**src/rtl/utx_pkg.sv**
```systemverilog
package utx_pkg;

    typedef enum logic [2:0] {
        ST_IDLE  = 3'd0,
        ST_START = 3'd1,
        ST_DATA  = 3'd2,
        ST_XBIT  = 3'd3,
        ST_STOP1 = 3'd4,
        ST_STOP2 = 3'd5
    } utx_state_e;

    typedef enum logic [1:0] {
        XB_NONE = 2'b00,
        XB_EVEN = 2'b01,
        XB_ODD  = 2'b10,
        XB_MPB  = 2'b11
    } xbit_mode_e;

endpackage

```
**src/rtl/utx_holding_buf.sv**
```systemverilog
module utx_holding_buf #(
    parameter int DATA_W = 8
) (
    input  logic              clk,
    input  logic              rst_n,
    input  logic              wr_en,
    input  logic [DATA_W-1:0] wr_data,
    input  logic              take,
    output logic [DATA_W-1:0] data_q,
    output logic              empty_q
);

    // A write wins over a transfer in the same cycle.
    always_ff @(posedge clk or negedge rst_n) begin
        if (!rst_n) begin
            data_q  <= '0;
            empty_q <= 1'b1;
        end else if (wr_en) begin
            data_q  <= wr_data;
            empty_q <= 1'b0;
        end else if (take) begin
            empty_q <= 1'b1;
        end
    end

endmodule

```
**src/rtl/utx_shifter.sv**
```systemverilog
module utx_shifter
    import utx_pkg::*;
#(
    parameter int DATA_W = 8
) (
    input  logic              clk,
    input  logic              rst_n,
    input  logic              load,
    input  logic              shift,
    input  logic [DATA_W-1:0] load_data,
    input  logic              len_short,
    input  logic [1:0]        xmode,
    input  logic              mpb_in,
    output logic              bit_out,
    output logic              xbit_out
);

    localparam logic [DATA_W-1:0] MASK_LONG  = '1;
    localparam logic [DATA_W-1:0] MASK_SHORT = MASK_LONG >> 1;

    logic [DATA_W-1:0] shreg_q;
    logic [DATA_W-1:0] masked;
    logic              parity;
    logic              xbit_d;
    xbit_mode_e        mode;

    assign mode   = xbit_mode_e'(xmode);
    assign masked = load_data & (len_short ? MASK_SHORT : MASK_LONG);
    assign parity = ^masked;

    always_comb begin
        unique case (mode)
            XB_EVEN: xbit_d = parity;
            XB_ODD:  xbit_d = ~parity;
            XB_MPB:  xbit_d = mpb_in;
            default: xbit_d = 1'b1;
        endcase
    end

    always_ff @(posedge clk or negedge rst_n) begin
        if (!rst_n) begin
            shreg_q  <= '0;
            xbit_out <= 1'b1;
        end else if (load) begin
            shreg_q  <= masked;
            xbit_out <= xbit_d;
        end else if (shift) begin
            shreg_q  <= shreg_q >> 1;
        end
    end

    assign bit_out = shreg_q[0];

endmodule

```
**src/rtl/utx_seq.sv**
```systemverilog
module utx_seq
    import utx_pkg::*;
#(
    parameter int DATA_W = 8
) (
    input  logic       clk,
    input  logic       rst_n,
    input  logic       bit_tick,
    input  logic       wr_en,
    input  logic       buf_empty,
    input  logic       cfg_len7,
    input  logic [1:0] cfg_xmode,
    input  logic       cfg_two_stop,
    input  logic       bit_out,
    input  logic       xbit_out,
    output logic       take,
    output logic       shift,
    output logic       txd,
    output logic       tx_end
);

    localparam int CNT_W = (DATA_W > 1) ? $clog2(DATA_W) : 1;
    localparam logic [CNT_W-1:0] LAST_LONG  = CNT_W'(DATA_W - 1);
    localparam logic [CNT_W-1:0] LAST_SHORT = CNT_W'(DATA_W - 2);

    utx_state_e       state_q, state_d;
    logic [CNT_W-1:0] cnt_q, cnt_d;
    logic             chain_q, chain_d;
    logic             tend_q, tend_d;
    logic             stop_entry;
    logic [CNT_W-1:0] last_idx;
    xbit_mode_e       mode;

    assign mode     = xbit_mode_e'(cfg_xmode);
    assign last_idx = cfg_len7 ? LAST_SHORT : LAST_LONG;

    // State register
    always_ff @(posedge clk or negedge rst_n) begin
        if (!rst_n) begin
            state_q <= ST_IDLE;
            cnt_q   <= '0;
            chain_q <= 1'b0;
            tend_q  <= 1'b1;
        end else begin
            state_q <= state_d;
            cnt_q   <= cnt_d;
            chain_q <= chain_d;
            tend_q  <= tend_d;
        end
    end

    // Next-state logic
    always_comb begin
        state_d    = state_q;
        cnt_d      = cnt_q;
        chain_d    = chain_q;
        take       = 1'b0;
        shift      = 1'b0;
        stop_entry = 1'b0;
        unique case (state_q)
            ST_IDLE: begin
                if (bit_tick && !buf_empty) begin
                    state_d = ST_START;
                    take    = 1'b1;
                end
            end
            ST_START: begin
                if (bit_tick) begin
                    state_d = ST_DATA;
                    cnt_d   = '0;
                end
            end
            ST_DATA: begin
                if (bit_tick) begin
                    shift = 1'b1;
                    if (cnt_q == last_idx) begin
                        if (mode == XB_NONE) begin
                            state_d    = ST_STOP1;
                            stop_entry = 1'b1;
                        end else begin
                            state_d = ST_XBIT;
                        end
                    end else begin
                        cnt_d = cnt_q + 1'b1;
                    end
                end
            end
            ST_XBIT: begin
                if (bit_tick) begin
                    state_d    = ST_STOP1;
                    stop_entry = 1'b1;
                end
            end
            ST_STOP1: begin
                if (bit_tick) begin
                    if (cfg_two_stop) state_d = ST_STOP2;
                    else              state_d = chain_q ? ST_START : ST_IDLE;
                end
            end
            ST_STOP2: begin
                if (bit_tick) state_d = chain_q ? ST_START : ST_IDLE;
            end
            default: state_d = ST_IDLE;
        endcase
        if (stop_entry) begin
            chain_d = !buf_empty;
            take    = !buf_empty;
        end
    end

    always_comb begin
        if (wr_en)                        tend_d = 1'b0;
        else if (stop_entry && buf_empty) tend_d = 1'b1;
        else                              tend_d = tend_q;
    end

    // Output logic
    always_comb begin
        unique case (state_q)
            ST_START: txd = 1'b0;
            ST_DATA:  txd = bit_out;
            ST_XBIT:  txd = xbit_out;
            default:  txd = 1'b1;
        endcase
    end

    assign tx_end = tend_q;

endmodule

```
**src/rtl/utx_serial_tx.sv**
```systemverilog
module utx_serial_tx #(
    parameter int DATA_W = 8
) (
    input  logic              clk,
    input  logic              rst_n,
    input  logic              bit_tick,
    input  logic              wr_en,
    input  logic [DATA_W-1:0] wr_data,
    input  logic              cfg_len7,
    input  logic [1:0]        cfg_xmode,
    input  logic              cfg_two_stop,
    input  logic              cfg_mpb,
    input  logic              cfg_bufe_ie,
    input  logic              cfg_tend_ie,
    output logic              txd,
    output logic              buf_empty,
    output logic              tx_end,
    output logic              bufe_irq,
    output logic              tend_irq
);

    logic [DATA_W-1:0] buf_data;
    logic              take;
    logic              shift;
    logic              bit_out;
    logic              xbit_out;

    utx_holding_buf #(.DATA_W(DATA_W)) u_buf (
        .clk     (clk),
        .rst_n   (rst_n),
        .wr_en   (wr_en),
        .wr_data (wr_data),
        .take    (take),
        .data_q  (buf_data),
        .empty_q (buf_empty)
    );

    utx_shifter #(.DATA_W(DATA_W)) u_shift (
        .clk       (clk),
        .rst_n     (rst_n),
        .load      (take),
        .shift     (shift),
        .load_data (buf_data),
        .len_short (cfg_len7),
        .xmode     (cfg_xmode),
        .mpb_in    (cfg_mpb),
        .bit_out   (bit_out),
        .xbit_out  (xbit_out)
    );

    utx_seq #(.DATA_W(DATA_W)) u_seq (
        .clk          (clk),
        .rst_n        (rst_n),
        .bit_tick     (bit_tick),
        .wr_en        (wr_en),
        .buf_empty    (buf_empty),
        .cfg_len7     (cfg_len7),
        .cfg_xmode    (cfg_xmode),
        .cfg_two_stop (cfg_two_stop),
        .bit_out      (bit_out),
        .xbit_out     (xbit_out),
        .take         (take),
        .shift        (shift),
        .txd          (txd),
        .tx_end       (tx_end)
    );

    assign bufe_irq = buf_empty & cfg_bufe_ie;
    assign tend_irq = tx_end & cfg_tend_ie;

endmodule

```
**config.mk**
```make
export PLATFORM = sky130hd
export DESIGN_NAME = utx_serial_tx
export DESIGN_NICKNAME = d
export VERILOG_FILES = /design/src/rtl/utx_pkg.sv /design/src/rtl/utx_holding_buf.sv /design/src/rtl/utx_shifter.sv /design/src/rtl/utx_seq.sv /design/src/rtl/utx_serial_tx.sv
export SDC_FILE = /design/constraint.sdc
export NUM_CORES = 1
export LEC_CHECK = 0
export CORE_UTILIZATION = 25
export DETAILED_ROUTE_END_ITERATION = 7
export DONT_BUFFER_PORTS = 1
export GPL_TIMING_DRIVEN = 0
export SLEW_MARGIN = 30
export SYNTH_ARGS = -nofsm -noshare
export SYNTH_HDL_FRONTEND = slang
export SYNTH_SLANG_ARGS = --single-unit
```
**constraint.sdc**
```tcl
create_clock -name clk -period 1.6 [get_ports clk]
set_input_delay 0.16 -clock clk [delete_from_list [all_inputs] [get_ports clk]]
set_output_delay 0.16 -clock clk [all_outputs]
set_load 0.01 [all_outputs]
```
==> results of run 1 <==
## power by group through the flow
stage,registers [mW],logic (mW),clock network (mW)
2_1_floorplan,0.999,0.809,0
3_3_place_gp,1.04,0.933,0
3_5_place_dp,1.05,0.948,0
4_1_cts,1.04,1.26,0.569
5_1_grt,1.06,1.46,0.591
6_report,1.03,1.33,0.556
## routing by layer
layer  part of all wire, %  GRT usage [%]
met1                    48           13.8
met2                    47           16.4
met3                   3.7           2.02
met4                   1.2           3.46
met5                     0              0
## kinds of logic after synthesis
group                    Yosys count  share of synthesized area, %
XOR/XNOR                           7                          5.90
adder cells (fa/ha/maj)            1                         0.894
AND/OR/NAND/NOR                   38                          14.1
buffers and inverters             10                          3.84
multiplexers                      18                          13.9
flip-flops                        26                          46.7
AO/OA/AOI/OAI                     30                          14.7
## per-stage QoR
step           total power, mW  TNS, ns  instances
2_1_floorplan             1.81  -0.0868        130
3_3_place_gp              1.98    -1.17        200
3_5_place_dp              2.00    -1.71        200
4_1_cts                   2.87    -1.33        218
5_1_grt                   3.11    -2.21        220
6_report                  2.92    -1.27        220
## worst max path at each step
stage,from,endpoint,cells after the start
after global placement,u_seq.cnt_q[0]$_DFFE_PN0P_,u_shift.shreg_q[6]$_DFFE_PN0P_,7
final,u_seq.cnt_q[0]$_DFFE_PN0P_,u_shift.shreg_q[6]$_DFFE_PN0P_,7
after floorplan,u_seq.cnt_q[0]$_DFFE_PN0P_,u_shift.shreg_q[6]$_DFFE_PN0P_,7
after global routing,u_seq.cnt_q[0]$_DFFE_PN0P_,u_shift.shreg_q[6]$_DFFE_PN0P_,7
after detailed placement,u_seq.cnt_q[0]$_DFFE_PN0P_,u_shift.shreg_q[6]$_DFFE_PN0P_,7
after CTS,u_seq.cnt_q[0]$_DFFE_PN0P_,u_shift.shreg_q[6]$_DFFE_PN0P_,7
## worst reg2reg max path, cell delays in order, from the launching register on
cell	delay (ns)
dfrtp_1	0.42
xor2_2	0.20
a41oi_2	0.16
or4_4	0.46
buf_6	0.17
buf_12	0.14
nor2_2	0.09
a21oi_2	0.03
## layout make-up
class	instances	area, um^2	share of cell area, %
multi-input cells	94	764	42.1
plain buffers	7	65.1	3.58
well taps	70	87.6	4.82
flip-flops and latches	26	654	36.0
repair buffers	16	161	8.89
clock buffers	3	41.3	2.27
clock inverters	1	30.0	1.65
inverters	3	11.3	0.620
## placed cells by master, fill, tap and decap left out, types with 2 or more instances in the layout
cell and instances:
nor3_1 2, dlygate4sd3_1 2, a21oi_2 7, nor2_1 9, xnor2_1 5, nand3_1 2
dfstp_2 3, nor2b_1 3, inv_1 3, dfrtp_1 23, o21ai_0 3, a21oi_1 9
mux2_2 8, nor2_2 4, buf_6 4, and2_1 2, buf_4 11, mux2i_1 7
buf_12 2, mux2_4 2, clkbuf_8 3, clkbuf_1 3, nand2_1 4, nor2_4 3
nand2b_1 3, o21ai_2 2
## flip-flops by register name (all words and copies together) (netlist names)
signal,flops
u_shift.xbit_out,1
u_buf.empty_q,1
u_seq.chain_q,1
u_seq.tx_end,1
u_seq.cnt_q,3
u_shift.shreg_q,8
u_buf.data_q,8
u_seq.state_q,3
## cell usage after synthesis, types with 4 or more instances
library cell | n | area (um^2)
a21oi_2 | 7 | 61.3
nand2b_1 | 4 | 25.0
xnor2_1 | 5 | 43.8
a21oi_1 | 9 | 45.0
dfrtp_1 | 23 | 576
mux2_2 | 10 | 113
nor2_1 | 13 | 48.8
nand2_1 | 4 | 15.0
mux2i_1 | 7 | 70.1
o21ai_0 | 4 | 20.0
## what timing repair did
item | in CTS | in global routing
gates cloned | 2 | 0
setup endpoints to repair | 11 | 16
buffers inserted | 9 | 3
hold buffers | 3 | 0
pin swaps | 4 | 4
endpoints found under the hold margin | 27 | 0
resized for setup | 20 | 8
==> impl_metrics.py, run 1 <==
metrics = {
    "floorplanning": {
        "coreArea_um2": 5240,
        "placement_rows": 26,
        "die_y_um": 76.8,
        "io_pins": 24,
        "die_area_um2": 5900,
        "dieWidth_um": 76.8,
        "start_util_pct": 26.7,
    },
    "yosys": {
        "yosysWarnings": 0,
        "seq_area_frac_synth_pct": 46.7,
        "netlist_instances": 130,
        "ys_ff_latch": 26,
        "synth_ff_type": "dfrtp_1",
        "syn_nets": 150,
        "netlist_area_um2": 1400,
        "synth-edff-count": 0,
        "avgSynthCellArea_um2": 10.8,
        "synthArstFlopShare_pct": 100,
        "yosys.cell_types.count": 38,
    },
    "sta": {
        "drv_slew": 0,
        "slew_headroom_pct": 62.8,
        "rsz0062_at_grt": "yes",
        "post-route-min-period_ns": 1.77,
        "fmax_mhz": 564,
        "finalCritPeriodShare_pct": 111,
        "hold_slack_ns": 0.0245,
        "hold_viol": 0,
        "worst_slew_pin_slew_ns": 0.559,
        "finalSetupViolations": 11,
        "setup_ws_ns": -0.174,
        "finClkSkew_ns": 0.00318,
    },
    "routing": {
        "drtPass1Iterations": 4,
        "routed_wl_um": 2920,
        "drc": 0,
        "dr_total_vias": 1009,
        "vias_per_cell": 4.59,
        "drtIter0Drc": 20,
        "wl_per_cell_um": 13.3,
        "drt.antenna.violating_nets": 0,
    },
    "clocking": {
        "cts_max_level": 1,
        "clock_tree.root_cell": "clkbuf_8",
        "clockBufferDepth": 2,
        "insertion_delay_ns": 0.28,
        "cts-buffers-inserted": 3,
        "cts_num_sinks": 26,
        "clk_pin_slew_ns": 0.09,
        "cts_tree": "done",
    },
    "run": {
        "max_cap_viol_count": 0,
    },
    "worst_hold_path": {
        "min_path_type": "input port to flip-flop",
        "holdPathStages": 1,
        "min_to": "u_buf.data_q[4]$_DFFE_PN0P_",
        "holdCritStartpoint": "wr_data[4]",
    },
    "finish": {
        "fin_util_pct": 34.7,
        "drive_gt1_share_pct": 39.3,
        "antennaDiodeCount": 0,
        "layout.nets": 171,
        "fin_area_um2": 1820,
        "n_fill_cell": 515,
        "area_growth_pct": 29.7,
    },
    "setup_path": {
        "path_max_fanout": 6,
        "arrival_ns": 1.95,
        "r2r_setup_slack_ns": -0.17,
        "path_class": "flip-flop to flip-flop",
        "r2r-start": "u_seq.cnt_q[0]$_DFFE_PN0P_",
        "cp-start-kind": "flip-flop",
        "crit_path_cell_trace": "xor2_2 -> a41oi_2 -> or4_4 -> buf_6 -> buf_12 -> nor2_2 -> a21oi_2",
        "r2r_end": "u_shift.shreg_q[6]$_DFFE_PN0P_",
        "crit_required_ns": 1.77,
        "cpMaxStageDelayCell": "or4_4",
        "reg2reg_depth": 7,
        "crit_buf_inv": 2,
        "slowest_delay_ns": 0.46,
        "critPathCaptureType": "flip-flop",
        "crit_family": "simple AND/OR/NAND/NOR gates",
    },
    "power": {
        "clock_power_share_pct": 19.0,
        "p_sw_mw": 1.01,
        "p_leak_nw": 0.717,
        "power_frac_comb_pct": 45.6,
        "p_int_mw": 1.91,
        "swShare_pct": 34.6,
        "p_seq_share_pct": 35.4,
        "p_per_area_nw_per_um2": 1610,
        "peakVddDrop_mv": 0.680,
    },
    "place": {
        "pre_cts_slack_ns": -0.248,
        "gp_congestion": 0.805,
        "dp_hpwl_um": 1910,
        "io_buffers": 0,
        "post_dp_cell_area_um2": 1490,
    },
    "grt": {
        "grt_pass1_wl_um": 4810,
        "grt_max_degree": 27,
        "grt_use_total_pct": 10.3,
        "grt_overflow": 0,
        "grt_pass1_vias": 956,
        "antenna_found_initial": 0,
    },
    "status": {
        "status": "complete, but fails checks",
        "violations": "negative setup slack",
    },
}
(Power assumes the default switching activity.)
==> inputs of run 2 (changes only) <==
RECOVER_POWER = 25   (was not set)
==> run 2 against run 1 <==
  * The run still ends with negative setup slack left
  * First-iteration DRC count stayed put
  * Largest power group unchanged
  * Sequential share of layout area rose by 0.30 points
  * Sequential power is essentially flat
  * Power decreased by 0.18%
  * Critical endpoint unchanged
  * Critical path type unchanged
  * Die area is the same
==> impl_metrics.py, run 2 (synthesis gave the netlist of run 1 again) <==
metrics = {
    "status": {
        "status": "complete, but fails checks",
        "violations": "negative setup slack",
    },
    "floorplanning": {
        "die_area_um2": 5900,
        "io_pins": 24,
        "dieWidth_um": 76.8,
        "placement_rows": 26,
        "start_util_pct": 26.7,
        "die_y_um": 76.8,
        "coreArea_um2": 5240,
    },
    "setup_path": {
        "path_class": "flip-flop to flip-flop",
        "slowest_delay_ns": 0.46,
        "crit_start": "u_seq.cnt_q[0]$_DFFE_PN0P_",
        "crit_required_ns": 1.77,
        "reg2reg_depth": 7,
        "arrival_ns": 1.95,
        "endpoint": "u_shift.shreg_q[6]$_DFFE_PN0P_",
        "r2r_setup_slack_ns": -0.17,
        "critPathCaptureType": "flip-flop",
        "path_max_fanout": 6,
        "cp_num_cells": 7,
        "r2r-start": "u_seq.cnt_q[0]$_DFFE_PN0P_",
        "cp-start-kind": "flip-flop",
        "r2r_end": "u_shift.shreg_q[6]$_DFFE_PN0P_",
        "crit_family": "simple AND/OR/NAND/NOR gates",
        "crit_buf_inv": 2,
        "cpMaxStageDelayCell": "or4_4",
        "crit_path_cell_trace": "xor2_2 -> a41oi_2 -> or4_4 -> buf_6 -> buf_12 -> nor2_2 -> a21oi_2",
    },
    "sta": {
        "tns_ns": -1.25,
        "worst_slew_pin_slew_ns": 0.644,
        "finalCritPeriodShare_pct": 111,
        "drv_slew": 0,
        "slew_headroom_pct": 57.1,
        "finClkSkew_ns": 0.00327,
        "fmax_mhz": 564,
        "setup_ws_ns": -0.172,
        "hold_viol": 0,
        "finalSetupViolations": 11,
        "post-route-min-period_ns": 1.77,
        "rsz0062_at_grt": "yes",
    },
    "finish": {
        "area_growth_pct": 28.6,
        "top_regs": "u_buf.data_q x8, u_shift.shreg_q x8",
        "layout_commonest_cell": "dfrtp_1",
        "layout.nets": 171,
        "mostFrequentLayoutCells": "23 x dfrtp_1, 11 x buf_4, 9 x a21oi_1, 9 x nor2_1, 8 x mux2_2",
        "fin_area_um2": 1800,
        "n_fill_cell": 517,
        "fin_util_pct": 34.4,
        "drive_gt1_share_pct": 39.3,
        "antennaDiodeCount": 0,
        "multi_input_area_um2": 764,
        "seq_area_um2": 654,
        "layout.cells.non_filler": 220,
    },
    "clocking": {
        "cts-buffers-inserted": 3,
        "cts_tree": "done",
        "cts_max_level": 1,
        "clk_pin_slew_ns": 0.09,
        "clock_tree.root_cell": "clkbuf_8",
        "clockBufferDepth": 2,
        "insertion_delay_ns": 0.28,
        "cts_num_sinks": 26,
    },
    "power": {
        "p_leak_nw": 0.712,
        "peakVddDrop_mv": 0.680,
        "p_per_area_nw_per_um2": 1620,
    },
    "routing": {
        "drtPass1Iterations": 4,
        "dr_total_vias": 1012,
        "vias_per_cell": 4.60,
        "drc": 0,
        "routed_wl_um": 2920,
        "drtIter0Drc": 20,
        "drt.antenna.violating_nets": 0,
        "wl_per_cell_um": 13.3,
    },
    "grt": {
        "grt_max_degree": 27,
        "met1_usage_pct": 13.8,
        "grt_use_total_pct": 10.3,
        "grt_pass1_vias": 956,
        "grt_pass1_wl_um": 4810,
        "grt_overflow": 0,
        "top_usage_layer": "met2",
        "grtUsageMet2_pct": 16.4,
        "use_met3_pct": 2.02,
        "antenna_found_initial": 0,
    },
    "place": {
        "pre_cts_slack_ns": -0.248,
        "io_buffers": 0,
        "gp_congestion": 0.805,
        "dp_cells": 200,
        "dp_hpwl_um": 1910,
        "post_dp_cell_area_um2": 1490,
    },
    "worst_hold_path": {
        "min_path_type": "input port to flip-flop",
    },
    "run": {
        "max_cap_viol_count": 0,
    },
}
-- run 2: changes by cell type in the layout (fill, tap and decap cells not counted), sizes merged --
cell and delta:
buf -1, clkbuf +1
-- run 2: worst min path at each step --
stage                           from  depth (start not counted)  slack [ns]                            to
after floorplan                rst_n                          0       -0.14   u_buf.data_q[0]$_DFFE_PN0P_
after global placement         rst_n                          0       -0.13    u_seq.cnt_q[2]$_DFFE_PN0P_
after detailed placement       rst_n                          0       -0.13  u_seq.state_q[2]$_DFFE_PN0P_
after CTS                   bit_tick                          2        0.01  u_seq.state_q[1]$_DFFE_PN0P_
after global routing      wr_data[0]                          1       0.008   u_buf.data_q[0]$_DFFE_PN0P_
final                     wr_data[4]                          1        0.02   u_buf.data_q[4]$_DFFE_PN0P_
-- run 2: layout make-up --
cell class	count	share of cell area, %
multi-input cells	94	42.5
flip-flops and latches	26	36.3
repair buffers	16	8.13
well taps	70	4.86
plain buffers	7	3.61
clock buffers	3	2.29
clock inverters	1	1.67
inverters	3	0.625
-- run 2: what timing repair did --
item,4_1_cts,5_1_grt
hold buffers,3,0
pin swaps,4,4
setup endpoints to repair,11,16
hold endpoints to repair,27,0
buffers inserted,9,3
resized for setup,20,8
cloned,2,0
-- run 2: routing by layer --
metal	vias up	part of all wire, %	wire (um)
met5	-	0	0
met4	0	1.2	34
met3	5	3.7	109
met2	23	47	1370
met1	489	48	1410
li1	495	-	-
-- run 2: worst register-to-register path, stage by stage (launching register included) --
cell,delay [ns]
dfrtp_1,0.42
xor2_2,0.20
a41oi_2,0.16
or4_4,0.46
buf_6,0.17
buf_12,0.14
nor2_2,0.09
a21oi_2,0.03
-- run 2: report_power, final --
group          internal, mW  total (mW)  switching (mW)
registers             0.878        1.03           0.156
clock network         0.335       0.555           0.220
logic                 0.692        1.33           0.634
-- run 2: per-stage QoR --
stage | hold WS, ns | power, mW
after floorplan | -0.136 | 1.81
after global placement | -0.135 | 1.98
after detailed placement | -0.135 | 2.00
after CTS | 0.00977 | 2.87
after global routing | 0.00808 | 3.11
final | 0.0245 | 2.92
